`config.mk`:
```
export PLATFORM = sky130hd
export DESIGN_NAME = rob_top
export DESIGN_NICKNAME = d
export VERILOG_FILES = /design/src/rtl/rob_pkg.sv /design/src/rtl/rob_slots.sv /design/src/rtl/rob_fsm.sv /design/src/rtl/rob_top.sv
export SDC_FILE = /design/constraint.sdc
export NUM_CORES = 1
export LEC_CHECK = 0
export BUFFER_PORTS_ARGS = -buffer_cell sky130_fd_sc_hd__buf_2
export CORE_MARGIN = 10
export CORE_UTILIZATION = 53
export CTS_BUF_LIST = sky130_fd_sc_hd__clkbuf_4 sky130_fd_sc_hd__clkbuf_8
export CTS_CLUSTER_DIAMETER = 40
export CTS_CLUSTER_SIZE = 25
export DETAILED_ROUTE_END_ITERATION = 6
export GPL_TIMING_DRIVEN = 0
export MAX_ROUTING_LAYER = met4
export PLACE_DENSITY = 0.71
export SKIP_LAST_GASP = 1
export SLEW_MARGIN = 20
export SYNTH_ARGS = -nofsm -noshare
export SYNTH_HDL_FRONTEND = slang
export SYNTH_SLANG_ARGS = --single-unit
export TNS_END_PERCENT = 20
```
`constraint.sdc`:
```
create_clock -name clk -period 7.9 [get_ports clk]
set_input_delay 1.58 -clock clk [delete_from_list [all_inputs] [get_ports clk]]
set_output_delay 1.58 -clock clk [all_outputs]
set_load 0.1 [all_outputs]
```
`src/rtl/rob_pkg.sv`:
```
package rob_pkg;
    typedef enum logic [1:0] {
        K_REG    = 2'b00,
        K_STORE  = 2'b01,
        K_BRANCH = 2'b10
    } kind_e;

    typedef enum logic {
        ST_OPEN    = 1'b0,
        ST_RECOVER = 1'b1
    } rob_state_e;
endpackage

```
`src/rtl/rob_slots.sv`:
```
module rob_slots
    import rob_pkg::*;
#(
    parameter int DEPTH  = 8,
    parameter int TAG_W  = 3,
    parameter int DEST_W = 5,
    parameter int DATA_W = 32
) (
    input  logic              clk,
    input  logic              rst_n,
    input  logic              clear_all,
    input  logic              alloc_we,
    input  logic [TAG_W-1:0]  alloc_idx,
    input  kind_e             alloc_kind,
    input  logic [DEST_W-1:0] alloc_dest,
    input  logic              wb_we,
    input  logic [TAG_W-1:0]  wb_idx,
    input  logic [DATA_W-1:0] wb_value,
    input  logic              wb_mis,
    input  logic              wb_exc,
    input  logic              free_we,
    input  logic [TAG_W-1:0]  free_idx,
    input  logic [TAG_W-1:0]  rd_idx,
    output logic              rd_valid,
    output logic              rd_ready,
    output kind_e             rd_kind,
    output logic [DEST_W-1:0] rd_dest,
    output logic [DATA_W-1:0] rd_value,
    output logic              rd_mis,
    output logic              rd_exc
);
    logic              valid_q [DEPTH];
    logic              ready_q [DEPTH];
    kind_e             kind_q  [DEPTH];
    logic [DEST_W-1:0] dest_q  [DEPTH];
    logic [DATA_W-1:0] value_q [DEPTH];
    logic              mis_q   [DEPTH];
    logic              exc_q   [DEPTH];

    for (genvar g = 0; g < DEPTH; g++) begin : g_slot
        logic hit_alloc, hit_wb, hit_free;
        assign hit_alloc = alloc_we && (alloc_idx == TAG_W'(g));
        assign hit_wb    = wb_we && (wb_idx == TAG_W'(g)) && valid_q[g] && !ready_q[g];
        assign hit_free  = free_we && (free_idx == TAG_W'(g));

        always_ff @(posedge clk) begin
            if (!rst_n) begin
                valid_q[g] <= 1'b0;
                ready_q[g] <= 1'b0;
                kind_q[g]  <= K_REG;
                dest_q[g]  <= '0;
                value_q[g] <= '0;
                mis_q[g]   <= 1'b0;
                exc_q[g]   <= 1'b0;
            end else if (clear_all) begin
                valid_q[g] <= 1'b0;
                ready_q[g] <= 1'b0;
            end else begin
                if (hit_free) begin
                    valid_q[g] <= 1'b0;
                    ready_q[g] <= 1'b0;
                end
                if (hit_alloc) begin
                    valid_q[g] <= 1'b1;
                    ready_q[g] <= 1'b0;
                    kind_q[g]  <= alloc_kind;
                    dest_q[g]  <= alloc_dest;
                    mis_q[g]   <= 1'b0;
                    exc_q[g]   <= 1'b0;
                end
                if (hit_wb) begin
                    ready_q[g] <= 1'b1;
                    value_q[g] <= wb_value;
                    mis_q[g]   <= wb_mis;
                    exc_q[g]   <= wb_exc;
                end
            end
        end
    end

    assign rd_valid = valid_q[rd_idx];
    assign rd_ready = ready_q[rd_idx];
    assign rd_kind  = kind_q[rd_idx];
    assign rd_dest  = dest_q[rd_idx];
    assign rd_value = value_q[rd_idx];
    assign rd_mis   = mis_q[rd_idx];
    assign rd_exc   = exc_q[rd_idx];
endmodule

```
`src/rtl/rob_fsm.sv`:
```
module rob_fsm
    import rob_pkg::*;
(
    input  logic clk,
    input  logic rst_n,
    input  logic flush_req,
    input  logic flush_cause,
    output logic open,
    output logic redirect,
    output logic redirect_cause
);
    rob_state_e state_q, state_d;
    logic       cause_q;

    always_comb begin
        state_d = state_q;
        unique case (state_q)
            ST_OPEN:    if (flush_req) state_d = ST_RECOVER;
            ST_RECOVER: state_d = ST_OPEN;
            default:    state_d = ST_OPEN;
        endcase
    end

    always_ff @(posedge clk) begin
        if (!rst_n) begin
            state_q <= ST_OPEN;
            cause_q <= 1'b0;
        end else begin
            state_q <= state_d;
            if (flush_req) cause_q <= flush_cause;
        end
    end

    always_comb begin
        open           = 1'b0;
        redirect       = 1'b0;
        redirect_cause = 1'b0;
        unique case (state_q)
            ST_OPEN:    open = 1'b1;
            ST_RECOVER: begin
                redirect       = 1'b1;
                redirect_cause = cause_q;
            end
            default:    open = 1'b0;
        endcase
    end
endmodule

```
`src/rtl/rob_top.sv`:
```
module rob_top
    import rob_pkg::*;
#(
    parameter int DEPTH  = 8,
    parameter int DEST_W = 5,
    parameter int DATA_W = 32,
    parameter int TAG_W  = $clog2(DEPTH)
) (
    input  logic              clk,
    input  logic              rst_n,
    input  logic              alloc_valid,
    input  logic [1:0]        alloc_kind,
    input  logic [DEST_W-1:0] alloc_dest,
    output logic              alloc_ready,
    output logic [TAG_W-1:0]  alloc_tag,
    input  logic              wb_valid,
    input  logic [TAG_W-1:0]  wb_tag,
    input  logic [DATA_W-1:0] wb_value,
    input  logic              wb_mispredict,
    input  logic              wb_exception,
    output logic              commit_valid,
    output logic [1:0]        commit_kind,
    output logic [DEST_W-1:0] commit_dest,
    output logic [DATA_W-1:0] commit_value,
    output logic              redirect,
    output logic              redirect_cause
);
    localparam int CNT_W = TAG_W + 1;

    logic [TAG_W-1:0] head_q, tail_q;
    logic [CNT_W-1:0] count_q;
    logic             full, fire, flush_now, alloc_fire, fsm_open;
    logic             rd_valid, rd_ready, rd_mis, rd_exc;
    kind_e            rd_kind;
    logic [DEST_W-1:0] rd_dest;
    logic [DATA_W-1:0] rd_value;

    function automatic logic [TAG_W-1:0] step_ptr(input logic [TAG_W-1:0] p);
        return (p == TAG_W'(DEPTH - 1)) ? '0 : p + 1'b1;
    endfunction

    rob_slots #(
        .DEPTH(DEPTH), .TAG_W(TAG_W), .DEST_W(DEST_W), .DATA_W(DATA_W)
    ) u_slots (
        .clk        (clk),
        .rst_n      (rst_n),
        .clear_all  (flush_now),
        .alloc_we   (alloc_fire),
        .alloc_idx  (tail_q),
        .alloc_kind (kind_e'(alloc_kind)),
        .alloc_dest (alloc_dest),
        .wb_we      (wb_valid),
        .wb_idx     (wb_tag),
        .wb_value   (wb_value),
        .wb_mis     (wb_mispredict),
        .wb_exc     (wb_exception),
        .free_we    (fire),
        .free_idx   (head_q),
        .rd_idx     (head_q),
        .rd_valid   (rd_valid),
        .rd_ready   (rd_ready),
        .rd_kind    (rd_kind),
        .rd_dest    (rd_dest),
        .rd_value   (rd_value),
        .rd_mis     (rd_mis),
        .rd_exc     (rd_exc)
    );

    rob_fsm u_fsm (
        .clk            (clk),
        .rst_n          (rst_n),
        .flush_req      (flush_now),
        .flush_cause    (rd_exc),
        .open           (fsm_open),
        .redirect       (redirect),
        .redirect_cause (redirect_cause)
    );

    assign full        = (count_q == CNT_W'(DEPTH));
    assign fire        = rd_valid && rd_ready;
    assign flush_now   = fire && (rd_exc || (rd_kind == K_BRANCH && rd_mis));
    assign alloc_ready = fsm_open && !full && !flush_now;
    assign alloc_fire  = alloc_valid && alloc_ready;
    assign alloc_tag   = tail_q;

    assign commit_valid = fire && !rd_exc;
    assign commit_kind  = rd_kind;
    assign commit_dest  = rd_dest;
    assign commit_value = rd_value;

    always_ff @(posedge clk) begin
        if (!rst_n || flush_now) begin
            head_q  <= '0;
            tail_q  <= '0;
            count_q <= '0;
        end else begin
            if (fire)       head_q <= step_ptr(head_q);
            if (alloc_fire) tail_q <= step_ptr(tail_q);
            unique case ({alloc_fire, fire})
                2'b10:   count_q <= count_q + 1'b1;
                2'b01:   count_q <= count_q - 1'b1;
                default: count_q <= count_q;
            endcase
        end
    end
endmodule

```
==> results.py <==
metrics = {
    "routing": {
        "firstDrtPassIters": 5,
        "drt_iter0_markers": 893,
        "vias": 9666,
        "wl_per_cell_um": 24.11,
        "via_per_inst": 5.855,
        "drc_errors": 0,
        "final_antenna_net_count": 0,
        "finalWirelength_um": 39810,
    },
    "final_layout": {
        "seq_area_mm2": 0.01059,
        "num-nets-final": 1285,
        "multi_input_area_mm2": 0.005699,
        "mostFrequentLayoutCell": "edfxtp_1",
        "postLayoutCellArea_mm2": 0.01888,
        "drive_gt1_frac": 0.2827,
        "finish.utilization": 0.6156,
        "syn_to_final_growth_pct": 14.41,
        "instances_no_fill": 1651,
        "layout_common_cells": "edfxtp_1 (340), and2_1 (320), buf_2 (121)",
        "n_fill_cell": 2293,
    },
    "setup_path": {
        "reg2reg_depth": 10,
        "reg2reg_slack_ns": 3.08,
        "end_kind": "output pin",
        "cp.arrival_ns": 4.60,
        "crit_type": "flip-flop to output pin",
        "critPathRequiredTime_ns": 6.32,
        "critPathLaunchType": "flip-flop",
        "crit_path_max_fanout": 10,
        "worstReg2RegEnd": "u_slots.mis_q[5]$_DFFE_PP_",
    },
    "synth": {
        "netlist.area_leader.share": 0.6187,
        "synthCells": 1071,
        "synthesis.area_per_instance_um2": 15.41,
        "synth-seq-cells": 359,
        "syn_area_mm2": 0.01650,
        "ys_types": 48,
        "synth_nets": 1134,
        "yosys_warnings": 0,
        "synth_edf_count": 340,
        "yosys.area.top_type": "edfxtp_1",
        "ys_top_cells_by_area": "edfxtp_1 (62%), and2_1 (12%), mux4_2 (11%)",
        "synthArstFlopShare": 0,
        "synth_flop_cell": "edfxtp_1",
        "ys_seq_area_frac": 0.6418,
    },
    "floorplanning": {
        "core_mm2": 0.03067,
        "ioPinCount": 94,
        "die_area_mm2": 0.03859,
        "fp.dieW_um": 196.4,
        "row_count": 64,
        "start_util": 0.5380,
        "dieHeight_um": 196.4,
    },
    "clock_network": {
        "clk_path_buf_depth": 3,
        "worstSkewPairLatency_ns": 0.60,
        "hold_buffers": 0,
        "cts_resized": 0,
        "cts_max_level": 2,
        "clock_sinks": 359,
        "cts_root_buf": "clkbuf_8",
        "cts_tree": "built",
        "numCtsBuffers": 42,
        "clkTransAtPathRegs_ns": 0.09,
        "cts_setup_buffers": 0,
    },
    "sta": {
        "fin_crit_sh": 0.7823,
        "worst_slew_pin_slew_ns": 1.005,
        "holdWs_ns": 0.4821,
        "finClkSkew_ns": 0.03141,
        "drv_slew": 0,
        "max_freq_ghz": 0.1618,
        "grt_setup_unrepaired": "no",
        "finalHoldViolations": 0,
        "setup-tns-final_ns": 0,
        "slew_headroom": 0.3255,
        "fin_crit_ns": 6.180,
        "fin_ws_ns": 1.720,
        "setup_viol": 0,
    },
    "grt": {
        "antenna_found_initial": 2,
        "grt_pass1_vias": 10070,
        "grt_max_degree": 20,
        "grt_pass1_wl_um": 60440,
        "track_usage": 0.2114,
        "grt_remaining_overflow": 0,
    },
    "place": {
        "portBuffers": 92,
        "place_ws_ns": 2.040,
        "post_dp_cell_area_mm2": 0.01792,
        "dpl.hpwl_um": 27070,
        "gp_congestion": 0.9191,
        "dp.cells": 1573,
    },
    "min_path": {
        "hold_class": "flip-flop to flip-flop",
        "holdCritStartpoint": "u_slots.exc_q[4]$_DFF_P_",
        "hold_depth": 2,
        "worst_hold_path.endpoint": "u_slots.exc_q[4]$_DFF_P_",
    },
    "outcome": {
        "outcome": "completed",
    },
    "pwr": {
        "p_leak_nw": 6.930,
        "p_per_area_mw_per_mm2": 214.3,
        "power.total_mw": 4.046,
        "ir_worst_vdd_mv": 0.1335,
    },
    "flow_run": {
        "maxCapViolations": 0,
    },
}
-- cell usage after synthesis, types with 3 or more instances --
library cell	instances
nor2_1	24
buf_1	9
buf_2	29
dfxtp_1	19
nand2_1	30
o21bai_1	6
clkbuf_1	20
edfxtp_1	340
nor4b_1	3
a21oi_1	9
mux2_2	40
nand4_1	5
a31oi_1	3
inv_1	13
nor2b_1	10
nand4b_1	4
ha_1	15
nor2_4	7
xor2_1	3
o21ai_0	22
mux4_2	82
o211ai_1	6
nand3_1	8
nor3_1	12
and2_1	320
-- cell type report --
| cell class | count | share of cell area |
|---|---|---|
| antenna | 3 | 0.0003976 |
| tap | 396 | 0.02624 |
| clock buffer | 45 | 0.03181 |
| timing repair buffer | 107 | 0.04493 |
| buffer | 58 | 0.01345 |
| clock inverter | 29 | 0.01756 |
| inverter | 14 | 0.002783 |
| sequential | 359 | 0.5609 |
| multi-input combinational | 640 | 0.3019 |
-- registers in the layout (all words and copies together) (netlist names), named ones only --
| name | cells |
|---|---|
| u_slots.exc_q | 8 |
| alloc_tag | 3 |
| head_q | 3 |
| u_slots.mis_q | 8 |
| u_slots.valid_q | 8 |
| u_fsm.cause_q | 1 |
| u_slots.value_q | 256 |
| count_q | 4 |
| u_slots.kind_q | 16 |
| u_slots.dest_q | 40 |
| u_slots.ready_q | 8 |
| u_fsm.state_q | 1 |
-- worst max path at each step --
| stage | from | end | slack (ns) | cells after the start |
|---|---|---|---|---|
| finish | flip-flop | alloc_ready | 1.72 | 8 |
| global route | flip-flop | alloc_ready | 1.62 | 8 |
| CTS | flip-flop | alloc_ready | 1.39 | 8 |
| detailed placement | flip-flop | alloc_ready | 2.04 | 8 |
| global placement | flip-flop | u_slots.exc_q[0]$_DFFE_PP_ | -0.23 | 8 |
| floorplan | flip-flop | alloc_ready | 2.03 | 7 |
-- where the power goes --
part | switching [mW] | total [mW] | internal (mW)
logic | 0.312 | 0.438 | 0.126
registers | 0.0265 | 2.18 | 2.15
clock network | 0.746 | 1.43 | 0.682
-- kinds of logic after synthesis --
logic type | after synthesis | share of synthesized area
muxes | 124 | 0.1407
xor gates and xnor gates | 4 | 0.002124
adders and majority gates | 15 | 0.01137
and+or+nand+nor | 434 | 0.1587
DFF | 359 | 0.6418
buffers and inverters | 72 | 0.01858
AOI/OAI and AO/OA | 63 | 0.02677
-- critical path, stage by stage, from the launching register on --
cell      delay [ns]
dfxtp_1         0.49
clkbuf_1        0.65
mux4_2          0.42
mux2i_2         0.35
a31oi_4         0.24
nor3_2          0.64
clkbuf_1        0.78
nor3_1          0.10
buf_2           0.33
-- routing by layer --
metal  wire, um  vias to the layer above  track usage
li1           -                     4295            -
met1      16240                     4836       0.2732
met2      19590                      439       0.3388
met3       2876                       96      0.03581
met4       1100                        0      0.06250
met5          0                        -            -
No activity file was read; power rests on OpenSTA's default activity.
